File: config.mk
export PLATFORM = sky130hd
export DESIGN_NAME = txq_uart
export DESIGN_NICKNAME = d
export VERILOG_FILES = /design/src/rtl/txq_pkg.sv /design/src/rtl/txq_fifo.sv /design/src/rtl/txq_shifter.sv /design/src/rtl/txq_flags.sv /design/src/rtl/txq_uart.sv
export SDC_FILE = /design/constraint.sdc
export NUM_CORES = 1
export LEC_CHECK = 0
export BUFFER_PORTS_ARGS = -buffer_cell sky130_fd_sc_hd__buf_2
export CAP_MARGIN = 5
export CORE_ASPECT_RATIO = 1.5
export CORE_MARGIN = 1
export CORE_UTILIZATION = 35
export CTS_CLUSTER_DIAMETER = 200
export DETAILED_ROUTE_END_ITERATION = 12
export PLACE_DENSITY = 0.5
export SYNTH_ARGS = -nofsm -noshare
export SYNTH_HDL_FRONTEND = slang
export SYNTH_HIERARCHICAL = 1
export SYNTH_SLANG_ARGS = --single-unit
File: constraint.sdc
create_clock -name clk -period 3.6 [get_ports clk]
set_input_delay 0.36 -clock clk [delete_from_list [all_inputs] [get_ports clk]]
set_output_delay 0.36 -clock clk [all_outputs]
set_load 0.05 [all_outputs]
File: src/rtl/txq_pkg.sv
package txq_pkg;
  typedef enum logic [1:0] {
    A_DATA = 2'd0,
    A_CTRL = 2'd1,
    A_STAT = 2'd2,
    A_CNT  = 2'd3
  } reg_addr_e;

  // bit 4 break, bits 3:2 trigger select, bit 1 request enable, bit 0 transmit enable
  typedef struct packed {
    logic       brk;
    logic [1:0] trig_sel;
    logic       irq_en;
    logic       tx_en;
  } ctrl_t;

  localparam int CTRL_W = 5;
endpackage

File: src/rtl/txq_fifo.sv
module txq_fifo #(
  parameter int DEPTH = 16,
  parameter int DW    = 8,
  localparam int AW   = $clog2(DEPTH),
  localparam int CW   = $clog2(DEPTH) + 1
) (
  input  logic          clk,
  input  logic          rst,
  input  logic          push,
  input  logic [DW-1:0] wdat,
  input  logic          pop,
  output logic [DW-1:0] rdat,
  output logic [CW-1:0] count,
  output logic          full,
  output logic          empty,
  output logic          push_ok
);
  logic [DW-1:0] mem [DEPTH];
  logic [AW-1:0] wr_ptr, rd_ptr, wr_nxt, rd_nxt;
  logic          pop_ok;

  assign full    = (count == CW'(DEPTH));
  assign empty   = (count == '0);
  assign push_ok = push & ~full;
  assign pop_ok  = pop & ~empty;

  generate
    if ((DEPTH & (DEPTH - 1)) == 0) begin : g_pow2
      assign wr_nxt = wr_ptr + 1'b1;
      assign rd_nxt = rd_ptr + 1'b1;
    end else begin : g_wrap
      assign wr_nxt = (wr_ptr == AW'(DEPTH - 1)) ? '0 : wr_ptr + 1'b1;
      assign rd_nxt = (rd_ptr == AW'(DEPTH - 1)) ? '0 : rd_ptr + 1'b1;
    end
  endgenerate

  always_ff @(posedge clk) begin
    if (push_ok) mem[wr_ptr] <= wdat;
  end

  assign rdat = mem[rd_ptr];

  always_ff @(posedge clk) begin
    if (rst) begin
      wr_ptr <= '0;
      rd_ptr <= '0;
      count  <= '0;
    end else begin
      if (push_ok) wr_ptr <= wr_nxt;
      if (pop_ok)  rd_ptr <= rd_nxt;
      unique case ({push_ok, pop_ok})
        2'b10:   count <= count + 1'b1;
        2'b01:   count <= count - 1'b1;
        default: count <= count;
      endcase
    end
  end

  p_no_overflow_r2: assert property (@(posedge clk) disable iff (rst)
    count <= CW'(DEPTH));
  p_full_drop_r2: assert property (@(posedge clk) disable iff (rst)
    (full && push && !pop) |=> (count == $past(count)));
  p_pop_has_data_r3: assert property (@(posedge clk) disable iff (rst)
    pop |-> !empty);
endmodule

File: src/rtl/txq_shifter.sv
module txq_shifter #(
  parameter int DW = 8,
  localparam int NBITS = DW + 2,
  localparam int BCW   = $clog2(NBITS)
) (
  input  logic          clk,
  input  logic          rst,
  input  logic          tick,
  input  logic          tx_en,
  input  logic          abort,
  input  logic          has_data,
  input  logic [DW-1:0] byte_in,
  output logic          pop,
  output logic          ser_bit,
  output logic          busy
);
  logic [DW:0]    sh;
  logic [BCW-1:0] bcnt;
  logic           last, start;

  assign last  = busy && (bcnt == BCW'(NBITS - 1));
  assign start = tick && tx_en && has_data && !abort && (!busy || last);
  assign pop   = start;

  always_ff @(posedge clk) begin
    if (rst) begin
      busy    <= 1'b0;
      ser_bit <= 1'b1;
      sh      <= '1;
      bcnt    <= '0;
    end else if (abort) begin
      busy    <= 1'b0;
      ser_bit <= 1'b1;
      bcnt    <= '0;
    end else if (start) begin
      busy    <= 1'b1;
      ser_bit <= 1'b0;
      sh      <= {1'b1, byte_in};
      bcnt    <= '0;
    end else if (busy && tick) begin
      if (last) begin
        busy    <= 1'b0;
        ser_bit <= 1'b1;
        bcnt    <= '0;
      end else begin
        ser_bit <= sh[0];
        sh      <= {1'b1, sh[DW:1]};
        bcnt    <= bcnt + 1'b1;
      end
    end
  end

  p_start_low_r3: assert property (@(posedge clk) disable iff (rst)
    $rose(busy) |-> !ser_bit);
  p_idle_high_r3: assert property (@(posedge clk) disable iff (rst)
    !busy |-> ser_bit);
  p_no_start_disabled_r9: assert property (@(posedge clk) disable iff (rst)
    (!tx_en && !busy) |=> !busy);
endmodule

File: src/rtl/txq_flags.sv
module txq_flags #(
  parameter int CW     = 5,
  parameter int TRIG_W = 2
) (
  input  logic              clk,
  input  logic              rst,
  input  logic [CW-1:0]     count,
  input  logic [TRIG_W-1:0] trig_sel,
  input  logic              stat_rd,
  input  logic              stat_clr,
  input  logic              dma_clr,
  input  logic              push_acc,
  input  logic              q_empty,
  input  logic              tx_busy,
  input  logic              irq_en,
  output logic              fe,
  output logic              tend,
  output logic              req
);
  logic [CW-1:0] trig;
  logic          armed, sw_ok, fe_kill;

  assign trig    = CW'(1) << trig_sel;
  assign sw_ok   = stat_clr && armed;
  assign fe_kill = sw_ok || dma_clr;

  always_ff @(posedge clk) begin
    if (rst) begin
      fe    <= 1'b1;
      armed <= 1'b0;
      tend  <= 1'b1;
      req   <= 1'b0;
    end else begin
      if (fe_kill)            fe <= 1'b0;
      else if (count <= trig) fe <= 1'b1;

      if (fe_kill)            armed <= 1'b0;
      else if (stat_rd && fe) armed <= 1'b1;

      if (push_acc)                tend <= 1'b0;
      else if (q_empty && !tx_busy) tend <= 1'b1;

      req <= fe && irq_en;
    end
  end

  p_clear_needs_read_r5: assert property (@(posedge clk) disable iff (rst)
    (fe && !armed && !dma_clr) |=> fe);
  p_dma_clears_r6: assert property (@(posedge clk) disable iff (rst)
    dma_clr |=> !fe);
  p_push_clears_tend_r7: assert property (@(posedge clk) disable iff (rst)
    push_acc |=> !tend);
  p_req_gated_r8: assert property (@(posedge clk) disable iff (rst)
    !irq_en |=> !req);
endmodule

File: src/rtl/txq_uart.sv
module txq_uart
  import txq_pkg::*;
#(
  parameter int DEPTH  = 16,
  parameter int DW     = 8,
  parameter int BUS_W  = 16,
  parameter int TRIG_W = 2
) (
  input  logic             clk,
  input  logic             rst,
  input  logic             bus_wr,
  input  logic             bus_rd,
  input  logic [1:0]       bus_addr,
  input  logic [BUS_W-1:0] bus_wdata,
  output logic [BUS_W-1:0] bus_rdata,
  input  logic             dma_wr,
  input  logic [DW-1:0]    dma_data,
  input  logic             bit_tick,
  output logic             txd,
  output logic             tx_req
);
  localparam int CW   = $clog2(DEPTH) + 1;
  localparam int HALF = BUS_W / 2;

  ctrl_t         ctrl_q;
  logic          cpu_push, push_req, push_acc, brk_act;
  logic [DW-1:0] push_byte, head;
  logic [CW-1:0] count;
  logic          full, empty, pop, ser_bit, busy;
  logic          fe, tend, stat_rd, stat_clr;
  logic [BUS_W-1:0] rd_d;
  logic          unused_hi;

  assign unused_hi = ^bus_wdata[BUS_W-1:DW];

  assign cpu_push  = bus_wr && (bus_addr == A_DATA);
  assign push_req  = cpu_push || dma_wr;
  assign push_byte = dma_wr ? dma_data : bus_wdata[DW-1:0];
  assign stat_rd   = bus_rd && (bus_addr == A_STAT);
  assign stat_clr  = bus_wr && (bus_addr == A_STAT) && !bus_wdata[0];
  assign brk_act   = ctrl_q.brk && !ctrl_q.tx_en;

  always_ff @(posedge clk) begin
    if (rst)                                ctrl_q <= '0;
    else if (bus_wr && bus_addr == A_CTRL)  ctrl_q <= ctrl_t'(bus_wdata[CTRL_W-1:0]);
  end

  txq_fifo #(.DEPTH(DEPTH), .DW(DW)) u_fifo (
    .clk(clk), .rst(rst), .push(push_req), .wdat(push_byte), .pop(pop),
    .rdat(head), .count(count), .full(full), .empty(empty), .push_ok(push_acc)
  );

  txq_shifter #(.DW(DW)) u_shift (
    .clk(clk), .rst(rst), .tick(bit_tick), .tx_en(ctrl_q.tx_en), .abort(brk_act),
    .has_data(!empty), .byte_in(head), .pop(pop), .ser_bit(ser_bit), .busy(busy)
  );

  txq_flags #(.CW(CW), .TRIG_W(TRIG_W)) u_flags (
    .clk(clk), .rst(rst), .count(count), .trig_sel(ctrl_q.trig_sel),
    .stat_rd(stat_rd), .stat_clr(stat_clr), .dma_clr(dma_wr), .push_acc(push_acc),
    .q_empty(empty), .tx_busy(busy), .irq_en(ctrl_q.irq_en),
    .fe(fe), .tend(tend), .req(tx_req)
  );

  always_comb begin
    rd_d = '0;
    unique case (bus_addr)
      A_CTRL:  rd_d[CTRL_W-1:0] = ctrl_q;
      A_STAT:  rd_d[1:0]        = {tend, fe};
      A_CNT:   rd_d[HALF +: CW] = count;
      default: rd_d = '0;
    endcase
  end

  always_ff @(posedge clk) begin
    if (rst)         bus_rdata <= '0;
    else if (bus_rd) bus_rdata <= rd_d;
  end

  always_ff @(posedge clk) begin
    if (rst) txd <= 1'b1;
    else     txd <= brk_act ? 1'b0 : ser_bit;
  end

  p_break_low_r10: assert property (@(posedge clk) disable iff (rst)
    (brk_act && $past(brk_act)) |-> !txd);
  p_dma_wins_r6: assert property (@(posedge clk) disable iff (rst)
    (dma_wr && cpu_push && !full) |-> push_acc);
endmodule

==> metrics.md, run 1 <==
| Metric | Value |
|---|---|
| Outcome | `complete, no violations` |
| Port Buf Inserts | `35` |
| First-pass GRT wire length | `25.1 mm` |
| N_diodes | `0` |
| Cell-internal power | `0.00342 W` |
| Net load switching power | `0.00104 W` |
| Rows | `66` |
| Die area | `23000 µm²` |
| Worst rel slew slack | `41.2%` |
| Lkg Pwr | `3.13 nW` |
| Average footprint of a synthesized cell | `15.1 µm²` |
| Min Tclk post-route | `3.26 ns` |
| Critical path endpoint category | `flop` |
| Final slew viol count | `0` |
| H-tree levels | `4` |
| Sequential share of power | `51.1%` |
| Post-DP HPWL | `11.9 mm` |
| Nets@finish | `616` |
| CTS tree | `built` |
| Clock transition at path regs | `0.07 ns` |
| Endpoints failing hold | `0` |
| Largest net degree at the start of global routing | `33` |
| Clock network fraction of total power | `42.5%` |
| Num CTS Buffers | `17` |
| Hold Path Class | `input port to flop` |
| Final design area excluding fillers | `8930 µm²` |
| Share of layout cells above drive strength 1 | `24.9%` |
| Post-CTS setup buffers | `0` |
| Gate power share | `6.4%` |
| Cell area after synthesis | `7840 µm²` |
| Total track usage | `15.1%` |
| Pre-antenna DRT Iters | `4` |
| FF/Latch Area | `4870 µm²` |
| Root buffer cell | `clkbuf_16` |
| Vias in the first global route | `4528` |
| Area occupied by multi-input gates | `2690 µm²` |
| Worst Tran Pin Value | `0.879 ns` |
| Hold_buf cts | `0` |
| Max-Cap Viols | `0` |
| CP arrival | `3.61 ns` |
| Part of the cycle the worst path needs | `90.7%` |
| Post-DP Area | `8310 µm²` |
| Final Util | `41.0%` |
| CP required | `3.95 ns` |
| Setup ws final | `0.337 ns` |
| Total Power | `0.00446 W` |
| Post-CTS Resized | `0` |
| Antenna violations before repair | `0` |
| Post-Synthesis Cells | `519` |
| Area grow syn2layout | `13.9%` |
| Clk sinks | `179` |
| Chip height | `185 µm` |
| Switch share | `23.3%` |
| Setup Skew | `0.00981 ns` |
| Max Root-Sink Buffers | `2` |
| Remaining antenna violation count | `0` |
| Pre-CTS setup slack | `0.293 ns` |
| Setup-failing EPs final | `0` |
| Top-Level Pins | `50` |
| Fin Setup TNS | `0 ns` |
| Skew-Pair Late Insertion Delay | `0.42 ns` |
| Starting DRT DRC Count | `282` |
| Core Box Area | `21800 µm²` |
| Vias | `4420` |
| Drt drc | `0` |
| Final GP Congestion | `0.815` |
| FILL cells | `1993` |
| Critical path startpoint category | `flop` |
| Crit path max fanout | `5` |
| Peak supply drop | `0.000278 V` |
| RSZ-0062 raised after global routing | `false` |
| Achievable clock frequency | `0.306 GHz` |
| Detail-routed via count per cell | `5.19` |
| Initial Utilization | `35.9%` |
| Die Width | `124 µm` |
| DR WL/cell | `19.3 µm` |
| CP Class | `flop to flop` |
| Gr ovfl total | `0` |
| Power Density | `499 nW/µm²` |
| Synth Warn # | `6` |
| WL final | `16.4 mm` |
## sequential cells by signal, summed over array words and instances, names as in the netlist, named ones only
register / flops
u_shift/ser_bit: 1
ctrl_q: 5
u_shift/bcnt: 4
u_flags/req: 1
u_fifo/mem: 128
u_fifo/rd_ptr: 4
u_fifo/count: 5
u_shift/busy: 1
u_fifo/wr_ptr: 4
bus_rdata: 10
u_flags/fe: 1
u_flags/tend: 1
u_shift/sh: 8
u_flags/armed: 1
txd: 1
## final timing paths
check	from	end	slack, ns	cells after the start
worst min-delay path	bus_wdata[2]	ctrl_q[2]	0.21	3
worst max register to register	u_fifo/count[3]	u_fifo/count[2]	0.34	14
worst max-delay path	u_fifo/count[3]	u_fifo/count[2]	0.34	14
worst min register to register	u_shift/ser_bit	txd	0.47	2
## through the flow
stage,cells,hold slack (ns)
6_report,851,0.213
5_1_grt,851,0.202
4_1_cts,851,0.191
3_5_place_dp,819,0.447
3_3_place_gp,819,0.441
2_1_floorplan,524,0.426
## critical path, stage by stage (launching register included)
cell and delay, ns:
dfxtp_1 0.37, or4_1 0.56, nor2_1 0.28, inv_1 0.09
nand3_1 0.13, nor3_1 0.08, buf_4 0.20, o21ai_4 0.09
inv_1 0.06, ha_1 0.20, xor2_1 0.14, ha_1 0.21
o21a_1 0.21, or4_1 0.40, a21oi_1 0.15
## power by group through the flow
stage	Sequential [W]	Clock (W)	Combinational (W)
floorplan	0.00233	0	0.000187
global placement	0.00232	0	0.000283
detailed placement	0.00232	0	0.000290
CTS	0.00228	0.00194	0.000291
global route	0.00228	0.00201	0.000312
finish	0.00228	0.00189	0.000286
## cell type report
type	instances	area share (%)
multi-input cells	294	30.2
flip-flops and latches	179	54.5
clock inverters	15	2.13
well taps	272	3.81
inverters	18	0.757
clock buffers	17	4.76
repair buffers	56	3.87
## layout by cell type, fill, tap and decap left out, types with 8 or more instances in the layout
cell type,instances
nand3_1,15
mux2i_1,10
ha_1,18
nand2b_1,13
inv_1,17
nand2_1,26
dfxtp_1,50
clkbuf_16,17
buf_2,35
nor2_1,36
edfxtp_1,128
nor3_1,12
mux4_2,26
mux2_2,8
a21oi_1,22
buf_4,20
mux4_1,14
## metal layers
metal / share of wire [%] / vias up / wire length (µm) / global-route usage, %
li1: - / 2082 / - / -
met1: 37 / 2247 / 6120 / 15.2
met2: 59 / 74 / 9670 / 30.1
met3: 2.4 / 17 / 389 / 2.16
met4: 1.4 / 0 / 232 / 5.95
met5: 0 / - / 0 / 0
No activity file was read; power rests on OpenSTA's default activity.
==> run 2, diff against run 1 <==
- ABC_AREA: default -> 1
- ABC_CLOCK_PERIOD_IN_PS: default -> 3600
==> run 2 against run 1 <==
Against the previous run:
- synthesized cell count rose by 45%
- global-route usage rose by 0.57 points
- core utilization fell by 0.76 points
- maximum frequency rose by 13%
- final area rose by 0.77%
- non-clock buffer count fell by 16
- first-iteration DRC count rose by 0.71%
- sequential cell count did not move
- critical endpoint is now u_fifo/count[4]
- largest cell class unchanged
==> metrics.md, run 2 <==
| Metric | Value |
|---|---|
| Outcome | `complete, no violations` |
| Antenna violations before repair | `0` |
| Total track usage | `15.7%` |
| Vias in the first global route | `5283` |
| CP required | `3.93 ns` |
| Clk sinks | `179` |
| Lkg Pwr | `3.40 nW` |
| Largest reg by FF count | `u_fifo/mem` |
| Power Density | `515 nW/µm²` |
| Top-Level Pins | `50` |
| Share of layout cells above drive strength 1 | `13.2%` |
| Worst Tran Pin Value | `0.800 ns` |
| FF/Latch Area | `4870 µm²` |
| Hold Path Class | `input port to flop` |
| Post-CTS setup buffers | `0` |
| Peak supply drop | `0.000237 V` |
| Detail-routed via count per cell | `4.85` |
| Fin Setup TNS | `0 ns` |
| WL final | `17.4 mm` |
| Endpoints failing hold | `0` |
| Chip height | `187 µm` |
| Starting DRT DRC Count | `284` |
| First-pass GRT wire length | `27.8 mm` |
| Setup ws final | `0.714 ns` |
| CTS tree | `built` |
| Port Buf Inserts | `35` |
| Final design area excluding fillers | `9000 µm²` |
| Root buffer cell | `clkbuf_16` |
| Nets@finish | `835` |
| Die Width | `125 µm` |
| Pre-CTS setup slack | `0.687 ns` |
| Rows | `67` |
| Hold_ws | `0.196 ns` |
| Area occupied by multi-input gates | `2620 µm²` |
| Max reg flops | `128` |
| Setup Skew | `0.0107 ns` |
| Hold_buf cts | `0` |
| Post-DP HPWL | `12.4 mm` |
| Synth Warn # | `6` |
| Largest registers | `u_fifo/mem x128, bus_rdata x10, u_shift/sh x8` |
| Largest net degree at the start of global routing | `66` |
| Die area | `23500 µm²` |
| N_diodes | `0` |
| Max Root-Sink Buffers | `2` |
| Commonest non-fill, non-tap cell in the layout | `edfxtp_1` |
| Average footprint of a synthesized cell | `10.6 µm²` |
| Post-CTS Resized | `0` |
| Total Power | `0.00463 W` |
| Final GP Congestion | `0.822` |
| Cell area after synthesis | `8000 µm²` |
| DR WL/cell | `16.2 µm` |
| Remaining antenna violation count | `0` |
| Critical path startpoint category | `flop` |
| Post-DP Area | `8410 µm²` |
| H-tree levels | `4` |
| Skew-Pair Late Insertion Delay | `0.43 ns` |
| CP Class | `flop to flop` |
| Final slew viol count | `0` |
| Num CTS Buffers | `17` |
| Vias | `5211` |
| Post-Synthesis Cells | `754` |
| FILL cells | `2107` |
| Max-Cap Viols | `0` |
| Part of the cycle the worst path needs | `80.2%` |
| Achievable clock frequency | `0.347 GHz` |
| Crit path max fanout | `13` |
| Most frequent cells in the layout | `edfxtp_1, nand2_1, inv_1` |
| Clock transition at path regs | `0.07 ns` |
| Setup-failing EPs final | `0` |
| Core Box Area | `22400 µm²` |
| RSZ-0062 raised after global routing | `false` |
| Drt drc | `0` |
| Critical path endpoint category | `flop` |
| Worst rel slew slack | `46.5%` |
| Initial Utilization | `35.8%` |
| Min Tclk post-route | `2.89 ns` |
| Area grow syn2layout | `12.4%` |
| Gr ovfl total | `0` |
| CP arrival | `3.21 ns` |
| Pre-antenna DRT Iters | `4` |
## run 2: path summary, 6_finish.rpt
| kind | slack, ns | depth (start not counted) | endpoint | start |
|---|---|---|---|---|
| setup reg to reg | 0.71 | 20 | u_fifo/count[4] | u_fifo/count[1] |
| hold / removal | 0.20 | 3 | ctrl_q[3] | bus_wdata[3] |
| setup / recovery | 0.71 | 20 | u_fifo/count[4] | u_fifo/count[1] |
| hold reg to reg | 0.47 | 2 | bus_rdata[12] | bus_rdata[12] |
## run 2: layout make-up
type,instances,share of cell area (%)
multi-input combinational,457,29.1
tap,276,3.84
sequential,179,54.1
clock inverter,14,1.79
inverter,90,3.91
clock buffer,18,4.77
timing repair buffer,40,2.50
## run 2: per-layer routing
metal / routed length (µm) / up-vias / GRT usage [%]
met3: 543 / 22 / 2.97
met4: 598 / 0 / 8.68
li1: - / 2636 / -
met5: 0 / - / 0
met1: 7060 / 2447 / 16.6
met2: 9200 / 106 / 29.0
## run 2: power by group
group,internal (W),total (W),switching [W]
registers,0.00228,0.00234,0.0000532
clock network,0.00109,0.00185,0.000768
logic,0.000136,0.000442,0.000306
## run 2: metrics by stage
step                util (%)  cells
CTS                     40.2   1074
global placement        37.6   1042
detailed placement      37.6   1042
global route            40.2   1074
floorplan                  -    759
finish                  40.2   1074
## run 2: worst max-delay path, cell delays in order (launching register included)
cell and delay [ns]:
dfxtp_1 0.53, nor2_2 0.09, nand3_2 0.11, inv_1 0.09, inv_1 0.06, nand2_1 0.12
nor2_8 0.18, nand2_4 0.14, inv_1 0.16, nand2_4 0.10, inv_6 0.10, ha_1 0.27
xor2_1 0.21, ha_1 0.18, inv_1 0.05, nand2_2 0.08, nand2_1 0.07, nand3_1 0.08
nand3_1 0.08, nand2_1 0.06, inv_1 0.04
